`src/rtl/msz_tlb_pkg.sv`:
```
package msz_tlb_pkg;
  localparam int unsigned OFF_SMALL = 12;
  localparam int unsigned OFF_LARGE = 21;
  typedef enum logic [1:0] {RES_NONE, RES_HIT, RES_MISS, RES_CONFLICT} res_e;
endpackage

```
`src/rtl/msz_tlb_entry.sv`:
```
module msz_tlb_entry
  import msz_tlb_pkg::*;
#(
  parameter int unsigned VA_W   = 48,
  parameter int unsigned PA_W   = 40,
  parameter int unsigned ASID_W = 8,
  parameter int unsigned EL_W   = 2
) (
  input  logic              clk_i,
  input  logic              rst_ni,
  input  logic              wr_i,
  input  logic              wr_big_i,
  input  logic [VA_W-1:0]   wr_va_i,
  input  logic [PA_W-1:0]   wr_pa_i,
  input  logic [ASID_W-1:0] wr_asid_i,
  input  logic              wr_ng_i,
  input  logic              wr_ns_i,
  input  logic [EL_W-1:0]   wr_el_i,
  input  logic              inv_all_i,
  input  logic              inv_asid_i,
  input  logic [ASID_W-1:0] inv_asid_val_i,
  input  logic [VA_W-1:0]   lkp_va_i,
  input  logic [ASID_W-1:0] lkp_asid_i,
  input  logic [EL_W-1:0]   lkp_el_i,
  input  logic              lkp_ns_i,
  output logic              valid_o,
  output logic              match_o,
  output logic [PA_W-1:0]   pa_o
);
  logic                      vld_q, big_q, ng_q, ns_q;
  logic [EL_W-1:0]           el_q;
  logic [ASID_W-1:0]         asid_q;
  logic [VA_W-1:OFF_SMALL]   vtag_q;
  logic [PA_W-1:OFF_SMALL]   ptag_q;
  logic                      kill_asid;

  assign kill_asid = inv_asid_i && ng_q && (asid_q == inv_asid_val_i);

  always_ff @(posedge clk_i or negedge rst_ni) begin
    if (!rst_ni) begin
      vld_q  <= 1'b0;
      big_q  <= 1'b0;
      ng_q   <= 1'b0;
      ns_q   <= 1'b0;
      el_q   <= '0;
      asid_q <= '0;
      vtag_q <= '0;
      ptag_q <= '0;
    end else if (wr_i) begin
      vld_q  <= 1'b1;
      big_q  <= wr_big_i;
      ng_q   <= wr_ng_i;
      ns_q   <= wr_ns_i;
      el_q   <= wr_el_i;
      asid_q <= wr_asid_i;
      vtag_q <= wr_va_i[VA_W-1:OFF_SMALL];
      ptag_q <= wr_pa_i[PA_W-1:OFF_SMALL];
    end else if (inv_all_i || kill_asid) begin
      vld_q  <= 1'b0;
    end
  end

  logic tag_ok, va_ok;
  assign tag_ok = (ns_q == lkp_ns_i) && (el_q == lkp_el_i) &&
                  (!ng_q || (asid_q == lkp_asid_i));
  assign va_ok  = big_q ? (vtag_q[VA_W-1:OFF_LARGE] == lkp_va_i[VA_W-1:OFF_LARGE])
                        : (vtag_q == lkp_va_i[VA_W-1:OFF_SMALL]);

  assign valid_o = vld_q;
  assign match_o = vld_q && tag_ok && va_ok;
  assign pa_o    = big_q ? {ptag_q[PA_W-1:OFF_LARGE], lkp_va_i[OFF_LARGE-1:0]}
                         : {ptag_q, lkp_va_i[OFF_SMALL-1:0]};

  a_r9_inv_all_clears: assert property (@(posedge clk_i) disable iff (!rst_ni)
    (inv_all_i && !wr_i) |=> !vld_q);
  a_r10_asid_clears: assert property (@(posedge clk_i) disable iff (!rst_ni)
    (inv_asid_i && !wr_i && ng_q && asid_q == inv_asid_val_i) |=> !vld_q);
  a_r10_global_kept: assert property (@(posedge clk_i) disable iff (!rst_ni)
    (inv_asid_i && !inv_all_i && !wr_i && !ng_q) |=> $stable(vld_q));
endmodule

```
`src/rtl/msz_tlb_victim.sv`:
```
module msz_tlb_victim #(
  parameter int unsigned N_ENT = 8,
  localparam int unsigned IDX_W = $clog2(N_ENT)
) (
  input  logic             clk_i,
  input  logic             rst_ni,
  input  logic [N_ENT-1:0] valid_i,
  input  logic             fill_i,
  output logic [IDX_W-1:0] idx_o
);
  logic [IDX_W-1:0] rr_q, free_idx;
  logic             any_free;

  always_comb begin
    any_free = 1'b0;
    free_idx = '0;
    for (int i = N_ENT - 1; i >= 0; i--) begin
      if (!valid_i[i]) begin
        any_free = 1'b1;
        free_idx = IDX_W'(i);
      end
    end
  end

  assign idx_o = any_free ? free_idx : rr_q;

  always_ff @(posedge clk_i or negedge rst_ni) begin
    if (!rst_ni) rr_q <= '0;
    else if (fill_i && !any_free)
      rr_q <= (rr_q == IDX_W'(N_ENT - 1)) ? '0 : rr_q + 1'b1;
  end

  a_r8_free_first: assert property (@(posedge clk_i) disable iff (!rst_ni)
    (fill_i && !(&valid_i)) |-> !valid_i[idx_o]);
  a_r8_ptr_holds: assert property (@(posedge clk_i) disable iff (!rst_ni)
    (fill_i && !(&valid_i)) |=> $stable(rr_q));
endmodule

```
`src/rtl/msz_tlb_resolve.sv`:
```
module msz_tlb_resolve
  import msz_tlb_pkg::*;
#(
  parameter int unsigned N_ENT = 8,
  parameter int unsigned PA_W  = 40
) (
  input  logic [N_ENT-1:0] match_i,
  input  logic [PA_W-1:0]  pa_i [N_ENT],
  input  logic             conflict_en_i,
  output res_e             res_o,
  output logic [PA_W-1:0]  pa_o
);
  logic [PA_W-1:0] first_pa;
  logic            multi;

  always_comb begin
    first_pa = '0;
    for (int i = N_ENT - 1; i >= 0; i--)
      if (match_i[i]) first_pa = pa_i[i];
  end

  assign multi = $countones(match_i) > 1;

  always_comb begin
    if (match_i == '0) begin
      res_o = RES_MISS;
      pa_o  = '0;
    end else if (multi && conflict_en_i) begin
      res_o = RES_CONFLICT;
      pa_o  = '0;
    end else begin
      res_o = RES_HIT;
      pa_o  = first_pa;
    end
  end
endmodule

```
`src/rtl/msz_tlb.sv`:
```
module msz_tlb
  import msz_tlb_pkg::*;
#(
  parameter int unsigned N_ENT  = 8,
  parameter int unsigned VA_W   = 48,
  parameter int unsigned PA_W   = 40,
  parameter int unsigned ASID_W = 8,
  parameter int unsigned EL_W   = 2
) (
  input  logic              clk_i,
  input  logic              rst_ni,
  input  logic              conflict_en_i,
  input  logic              lkp_req_i,
  input  logic [VA_W-1:0]   lkp_va_i,
  input  logic [ASID_W-1:0] lkp_asid_i,
  input  logic [EL_W-1:0]   lkp_el_i,
  input  logic              lkp_ns_i,
  output logic              rsp_valid_o,
  output logic              rsp_hit_o,
  output logic              rsp_miss_o,
  output logic              rsp_conflict_o,
  output logic [PA_W-1:0]   rsp_pa_o,
  input  logic              fill_i,
  input  logic              fill_big_i,
  input  logic [VA_W-1:0]   fill_va_i,
  input  logic [PA_W-1:0]   fill_pa_i,
  input  logic [ASID_W-1:0] fill_asid_i,
  input  logic              fill_ng_i,
  input  logic              fill_ns_i,
  input  logic [EL_W-1:0]   fill_el_i,
  input  logic              inv_all_i,
  input  logic              inv_asid_i,
  input  logic [ASID_W-1:0] inv_asid_val_i
);
  localparam int unsigned IDX_W = $clog2(N_ENT);

  logic [N_ENT-1:0] ent_vld, ent_match;
  logic [PA_W-1:0]  ent_pa [N_ENT];
  logic [IDX_W-1:0] vic_idx;
  res_e             res;
  logic [PA_W-1:0]  res_pa;

  for (genvar g = 0; g < N_ENT; g++) begin : g_ent
    msz_tlb_entry #(
      .VA_W(VA_W), .PA_W(PA_W), .ASID_W(ASID_W), .EL_W(EL_W)
    ) u_ent (
      .clk_i          (clk_i),
      .rst_ni         (rst_ni),
      .wr_i           (fill_i && (vic_idx == IDX_W'(g))),
      .wr_big_i       (fill_big_i),
      .wr_va_i        (fill_va_i),
      .wr_pa_i        (fill_pa_i),
      .wr_asid_i      (fill_asid_i),
      .wr_ng_i        (fill_ng_i),
      .wr_ns_i        (fill_ns_i),
      .wr_el_i        (fill_el_i),
      .inv_all_i      (inv_all_i),
      .inv_asid_i     (inv_asid_i),
      .inv_asid_val_i (inv_asid_val_i),
      .lkp_va_i       (lkp_va_i),
      .lkp_asid_i     (lkp_asid_i),
      .lkp_el_i       (lkp_el_i),
      .lkp_ns_i       (lkp_ns_i),
      .valid_o        (ent_vld[g]),
      .match_o        (ent_match[g]),
      .pa_o           (ent_pa[g])
    );
  end

  msz_tlb_victim #(.N_ENT(N_ENT)) u_victim (
    .clk_i   (clk_i),
    .rst_ni  (rst_ni),
    .valid_i (ent_vld),
    .fill_i  (fill_i),
    .idx_o   (vic_idx)
  );

  msz_tlb_resolve #(.N_ENT(N_ENT), .PA_W(PA_W)) u_resolve (
    .match_i       (ent_match),
    .pa_i          (ent_pa),
    .conflict_en_i (conflict_en_i),
    .res_o         (res),
    .pa_o          (res_pa)
  );

  always_ff @(posedge clk_i or negedge rst_ni) begin
    if (!rst_ni) begin
      rsp_valid_o    <= 1'b0;
      rsp_hit_o      <= 1'b0;
      rsp_miss_o     <= 1'b0;
      rsp_conflict_o <= 1'b0;
      rsp_pa_o       <= '0;
    end else begin
      rsp_valid_o    <= lkp_req_i;
      rsp_hit_o      <= lkp_req_i && (res == RES_HIT);
      rsp_miss_o     <= lkp_req_i && (res == RES_MISS);
      rsp_conflict_o <= lkp_req_i && (res == RES_CONFLICT);
      rsp_pa_o       <= lkp_req_i ? res_pa : '0;
    end
  end

  a_r4_one_result: assert property (@(posedge clk_i) disable iff (!rst_ni)
    $onehot0({rsp_hit_o, rsp_miss_o, rsp_conflict_o}));
  a_r4_resp_follows_req: assert property (@(posedge clk_i) disable iff (!rst_ni)
    lkp_req_i |=> rsp_valid_o);
  a_r4_no_resp_idle: assert property (@(posedge clk_i) disable iff (!rst_ni)
    !lkp_req_i |=> !rsp_valid_o);
  a_r6_abort_no_pa: assert property (@(posedge clk_i) disable iff (!rst_ni)
    rsp_conflict_o |-> (rsp_pa_o == '0));
  a_r7_abort_needs_enable: assert property (@(posedge clk_i) disable iff (!rst_ni)
    (lkp_req_i && !conflict_en_i) |=> !rsp_conflict_o);
  a_r6_abort_needs_overlap: assert property (@(posedge clk_i) disable iff (!rst_ni)
    (lkp_req_i && $countones(ent_match) < 2) |=> !rsp_conflict_o);
endmodule

```
`config.mk`:
```
export PLATFORM = sky130hd
export DESIGN_NAME = msz_tlb
export DESIGN_NICKNAME = d
export VERILOG_FILES = /design/src/rtl/msz_tlb_pkg.sv /design/src/rtl/msz_tlb_entry.sv /design/src/rtl/msz_tlb_victim.sv /design/src/rtl/msz_tlb_resolve.sv /design/src/rtl/msz_tlb.sv
export SDC_FILE = /design/constraint.sdc
export NUM_CORES = 1
export LEC_CHECK = 0
export BUFFER_PORTS_ARGS = -buffer_cell sky130_fd_sc_hd__buf_2
export CORE_UTILIZATION = 50
export CTS_BUF_LIST = sky130_fd_sc_hd__clkbuf_16
export CTS_CLUSTER_SIZE = 8
export DETAILED_ROUTE_END_ITERATION = 6
export GPL_ROUTABILITY_DRIVEN = 1
export HOLD_SLACK_MARGIN = 0.03
export PLACE_DENSITY = 0.73
export SLEW_MARGIN = 10
export SYNTH_ARGS = -nofsm -noshare
export SYNTH_HDL_FRONTEND = slang
export SYNTH_HIERARCHICAL = 1
export SYNTH_SLANG_ARGS = --single-unit
```
`constraint.sdc`:
```
create_clock -name clk_i -period 4.15 [get_ports clk_i]
set_input_delay 0.415 -clock clk_i [delete_from_list [all_inputs] [get_ports clk_i]]
set_output_delay 0.415 -clock clk_i [all_outputs]
set_load 0.01 [all_outputs]
```
==> report_table.html <==
<table>
<tr><th>Metric</th><th>Value</th></tr>
<tr><th colspan="2">Worst hold path</th></tr>
<tr><td>Startpoint of the most critical hold path</td><td>fill_va_i[23]</td></tr>
<tr><td>Hold path depth</td><td>2</td></tr>
<tr><td>Hold Path Class</td><td>in -&gt; reg</td></tr>
<tr><td>End point of the worst hold path</td><td>g_ent[1].u_ent/vtag_q[23]$_DFFE_PN0P_</td></tr>
<tr><th colspan="2">Layout</th></tr>
<tr><td>Final Instance Area</td><td>slightly below 40000 um^2</td></tr>
<tr><td>Share of cells above drive strength 1</td><td>42.66%</td></tr>
<tr><td>Synth-to-Final Area Change</td><td>10.21%</td></tr>
<tr><td>Final core utilization</td><td>between 50% and 60%</td></tr>
<tr><td>Number of nets at the end of the flow</td><td>3149</td></tr>
<tr><th colspan="2">STA</th></tr>
<tr><td>Period Utilization, post-route</td><td>118.8%</td></tr>
<tr><td>Final Hold Vio Count</td><td>0</td></tr>
<tr><td>Worst relative slew slack</td><td>a little over a third</td></tr>
<tr><td>Setup-failing EPs final</td><td>43</td></tr>
<tr><td>Final WS setup</td><td>-780.9 ps</td></tr>
<tr><td>Maximum frequency from static timing analysis</td><td>0.2028 GHz</td></tr>
<tr><td>Tightest Pin Transition</td><td>959.8 ps</td></tr>
<tr><td>Final setup skew</td><td>27.08 ps</td></tr>
<tr><td>Tmin final</td><td>4931 ps</td></tr>
<tr><td>Final setup TNS</td><td>-30910 ps</td></tr>
<tr><td>Setup repair after global routing missed its margin</td><td>true</td></tr>
<tr><td>Pins Over Slew Limit</td><td>0</td></tr>
<tr><th colspan="2">Routing</th></tr>
<tr><td>Routed vias</td><td>approximately 23000</td></tr>
<tr><td>Number of optimization iterations in the first detailed-route pass</td><td>5</td></tr>
<tr><td>Starting DRT DRC Count</td><td>1881</td></tr>
<tr><td>Total routed wirelength</td><td>between 90000 and 100000 um</td></tr>
<tr><td>Detailed-route wire length per cell</td><td>roughly 24 um</td></tr>
<tr><td>Count of antenna-violating nets left after detailed routing</td><td>0</td></tr>
<tr><td>Remaining design rule violation count</td><td>0</td></tr>
<tr><td>Via-per-instance ratio</td><td>a little under 6</td></tr>
<tr><th colspan="2">Critical path</th></tr>
<tr><td>Worst-path fanout max</td><td>15</td></tr>
<tr><td>Critical Path Sink Type</td><td>flop</td></tr>
<tr><td>Terminus of the critical flop-to-flop path</td><td>rsp_pa_o[35]$_DFF_PN0_</td></tr>
<tr><td>Startpoint class of the critical path</td><td>flop</td></tr>
<tr><td>Register-to-register path setup slack</td><td>-780 ps</td></tr>
<tr><td>Arrival @ worst endpoint</td><td>approximately 5500 ps</td></tr>
<tr><td>R2R cell count</td><td>19</td></tr>
<tr><td>Launching point of the worst reg2reg path</td><td>g_ent[0].u_ent/vtag_q[29]$_DFFE_PN0P_</td></tr>
<tr><td>Required arrival time at the worst endpoint</td><td>4710 ps</td></tr>
<tr><td>Critical path type</td><td>reg -&gt; reg</td></tr>
<tr><th colspan="2">Placement</th></tr>
<tr><td>Input/output buffers</td><td>slightly below 200</td></tr>
<tr><td>Placed inst area</td><td>37010 um^2</td></tr>
<tr><td>Placer congestion estimate</td><td>0.8763</td></tr>
<tr><td>Detailed-placement wirelength estimate</td><td>62790 um</td></tr>
<tr><th colspan="2">Power and ir drop</th></tr>
<tr><td>Power per unit of standard cell area</td><td>537.6 nW/um^2</td></tr>
<tr><td>Sequential share of power</td><td>43.9%</td></tr>
<tr><td>Net switching power figure</td><td>6.213 mW</td></tr>
<tr><td>Switch share</td><td>29.16%</td></tr>
<tr><td>Cell-internal power</td><td>between 15 and 20 mW</td></tr>
<tr><td>Peak VDD IR</td><td>around 0.32 mV</td></tr>
<tr><td>Leak</td><td>approximately 17 nW</td></tr>
<tr><td>Logic gate share of total power</td><td>24.3%</td></tr>
<tr><td>Share of total power in the clock network</td><td>31.8%</td></tr>
<tr><th colspan="2">Clock network</th></tr>
<tr><td>Buffer type at the clock tree root</td><td>clkbuf_16</td></tr>
<tr><td>Longest Clk Path Bufs</td><td>3</td></tr>
<tr><td>Post-CTS Setup Repair Bufs</td><td>0</td></tr>
<tr><td>Total clock buffers created by CTS</td><td>between 90 and 100</td></tr>
<tr><td>CTS clk-pin slew, worst paths</td><td>50 ps</td></tr>
<tr><td>Clk_lat worst skew</td><td>650 ps</td></tr>
<tr><td>Max H-tree Level</td><td>3</td></tr>
<tr><td>Clock tree from TritonCTS</td><td>built</td></tr>
<tr><td>Total clock sinks</td><td>671</td></tr>
<tr><th colspan="2">Status</th></tr>
<tr><td>Failing checks</td><td>negative setup slack</td></tr>
<tr><td>Status</td><td>complete, but fails checks</td></tr>
<tr><th colspan="2">Synth</th></tr>
<tr><td>Gate count of the mapped netlist</td><td>about 2900</td></tr>
<tr><td>Sequential fraction of the synthesis area</td><td>roughly 47%</td></tr>
<tr><td>Top cell type's share of synthesized area</td><td>46.69%</td></tr>
<tr><td>Post-synth design cell area</td><td>35960 um^2</td></tr>
<tr><td>Average footprint of a synthesized cell</td><td>12.44 um^2</td></tr>
<tr><td>Asr flop ratio synth</td><td>100.0%</td></tr>
<tr><td>Synth Flop Type</td><td>dfrtp_1</td></tr>
<tr><td>Number of enable-type register cells in the synthesized netlist</td><td>0</td></tr>
<tr><td>Total of flip-flops plus latches after synthesis</td><td>671</td></tr>
<tr><td>Most area-consuming cells after synthesis</td><td>dfrtp_1, mux2_2, xnor2_1</td></tr>
<tr><td>Yosys warnings</td><td>6</td></tr>
<tr><td>Top cell type by total area after synthesis</td><td>dfrtp_1</td></tr>
<tr><td>Number of unique standard cell types used by synthesis</td><td>53</td></tr>
<tr><td>Synthesized Nets</td><td>3075</td></tr>
<tr><th colspan="2">Global routing</th></tr>
<tr><td>Initial antenna violation count</td><td>20</td></tr>
<tr><td>Global route total overflow</td><td>0</td></tr>
<tr><td>Maximum number of pins on one net before global-route repair</td><td>about 130</td></tr>
<tr><td>Overall routing resource usage</td><td>25.86%</td></tr>
<tr><td>Via count of the first global-routing pass</td><td>24460</td></tr>
<tr><td>Global-route wire length before repair</td><td>147000 um</td></tr>
<tr><th colspan="2">Floorplanning</th></tr>
<tr><td>Horizontal die dimension</td><td>270.2 um</td></tr>
<tr><td>Initial Util</td><td>between 50% and 60%</td></tr>
<tr><td>Number of standard-cell rows in the floorplan</td><td>97</td></tr>
<tr><td>Placeable Area</td><td>70640 um^2</td></tr>
<tr><td>Die area</td><td>72990 um^2</td></tr>
<tr><td>Top-Level Pins</td><td>219</td></tr>
<tr><td>Die boundary height</td><td>about 270 um</td></tr>
<tr><th colspan="2">Flow run</th></tr>
<tr><td>Maximum capacitance violations</td><td>0</td></tr>
</table>
cell type report:
class	instances	area, um^2
diodes	7	17.52
repair buffers	376	2579
fillers	5674	31000
inverters	23	86.33
clock buffers	94	2352
clock inverters	10	161.4
multi-input cells	1798	16470
well taps	940	1176
flip-flops and latches	671	16790
worst max-delay path, stage by stage (launching register included):
cell	delay (ps)
dfrtp_1	390
xnor2_1	150
nand4_1	250
nor4_4	470
buf_4	180
o2111a_2	210
fa_1	410
inv_2	100
fa_1	430
fa_1	450
inv_2	80
ha_4	120
inv_2	40
fa_2	530
nand2_2	60
a2111oi_4	250
o21ai_4	140
buf_12	170
and4b_1	260
and2_4	140
what timing repair did:
action,4_1_cts,5_1_grt
endpoints found under the hold margin,90,0
endpoints found under the setup margin,43,43
pin swaps,4,2
hold buffers,1,0
resized for setup,13,3
cell usage after synthesis, drive strengths merged, types with 3 or more instances:
library cell	count
clkbuf	28
nand3	32
nand4	90
o22ai	78
and2	40
and4bb	3
a221oi	79
mux2	691
nor2	5
and4b	42
xnor2	424
ha	6
o2111a	8
nand2b	11
o311ai	8
fa	4
xor2	16
nand2	86
buf	370
a21oi	39
dfrtp	671
nor4	24
o21ai	93
inv	23
how the worst max path moves through the flow:
stage	start	to	slack, ps	cells after the start
after global routing	g_ent[0].u_ent/vtag_q[29]$_DFFE_PN0P_	rsp_pa_o[35]$_DFF_PN0_	-930	19
after global placement	lkp_va_i[23]	rsp_pa_o[15]$_DFF_PN0_	-1220	20
final	g_ent[0].u_ent/vtag_q[29]$_DFFE_PN0P_	rsp_pa_o[35]$_DFF_PN0_	-780	19
after detailed placement	lkp_va_i[23]	rsp_pa_o[21]$_DFF_PN0_	-1290	20
after CTS	g_ent[0].u_ent/vtag_q[36]$_DFFE_PN0P_	rsp_pa_o[35]$_DFF_PN0_	-770	19
after floorplan	lkp_va_i[43]	rsp_pa_o[31]$_DFF_PN0_	-130	18
layout by cell type (no fill, tap or decap), types with 5 or more instances in the layout:
cell	Yosys	layout
a21oi_1	39	39
o311ai_0	8	8
o21ai_1	39	40
buf_2	82	193
buf_12	0	18
and2_2	29	28
o21ai_0	53	52
ha_1	6	5
inv_1	23	21
a221oi_1	40	40
clkbuf_16	0	94
mux2_1	16	16
nor4_1	24	18
xnor2_2	0	6
dfrtp_1	671	671
mux2_2	672	672
buf_4	251	162
nand4_1	89	89
and2_1	11	11
xor2_1	16	16
a221oi_2	39	39
nand2_1	85	84
nand2b_1	11	9
diode_2	0	7
xnor2_1	424	418
o22ai_1	78	78
and4b_1	42	39
nand3_1	32	32
registers in the layout (all words and copies together) (netlist names):
name                 count
rsp_conflict_o           1
g_ent.u_ent/asid_q      64
rsp_hit_o                1
g_ent.u_ent/ptag_q     224
rsp_valid_o              1
g_ent.u_ent/vtag_q     288
rsp_pa_o                40
g_ent.u_ent/ns_q         8
u_victim/rr_q            3
g_ent.u_ent/ng_q         8
g_ent.u_ent/el_q        16
g_ent.u_ent/valid_o      8
g_ent.u_ent/big_q        8
rsp_miss_o               1
layer usage:
layer  wire length (um)  GRT usage (%)
met1              41250          35.07
met2              45360          41.99
met3               5681          4.685
met4               2042          8.311
met5                125              0
power groups by stage:
| stage | sequential, mW | combinational, mW | clock [mW] |
|---|---|---|---|
| 6_report | 9.34 | 5.18 | 6.78 |
| 5_1_grt | 9.53 | 5.55 | 7.20 |
| 4_1_cts | 9.33 | 5.18 | 6.91 |
| 3_5_place_dp | 9.42 | 5.12 | 0 |
| 3_3_place_gp | 9.31 | 4.90 | 0 |
| 2_1_floorplan | 9.00 | 4.36 | 0 |
metrics by stage:
stage                     power, mW  setup WS (ps)  cells  hold WS (ps)
final                         21.31         -780.9   3919         112.0
after global routing          22.29         -926.5   3917         110.3
after CTS                     21.42         -767.6   3912         76.70
after detailed placement      14.53          -1295   3807         492.1
after global placement        14.21          -1223   3807         484.7
after floorplan               13.37         -128.2   2890         119.4
cells by family (layout without fill, tap and decap cells):
kind of cell	count (synthesis)	after routing	share of synthesized area (%)
other	0	7	0
flip-flops	671	671	46.69
multiplexers	691	691	21.67
adder cells (fa/ha/maj)	10	10	0.4315
buffers and inverters	421	503	8.045
XOR/XNOR	440	440	10.72
AND/OR/NAND/NOR	344	344	5.967
AO/OA/AOI/OAI	313	313	6.475
Note: power is estimated with default switching activity, not from simulation.
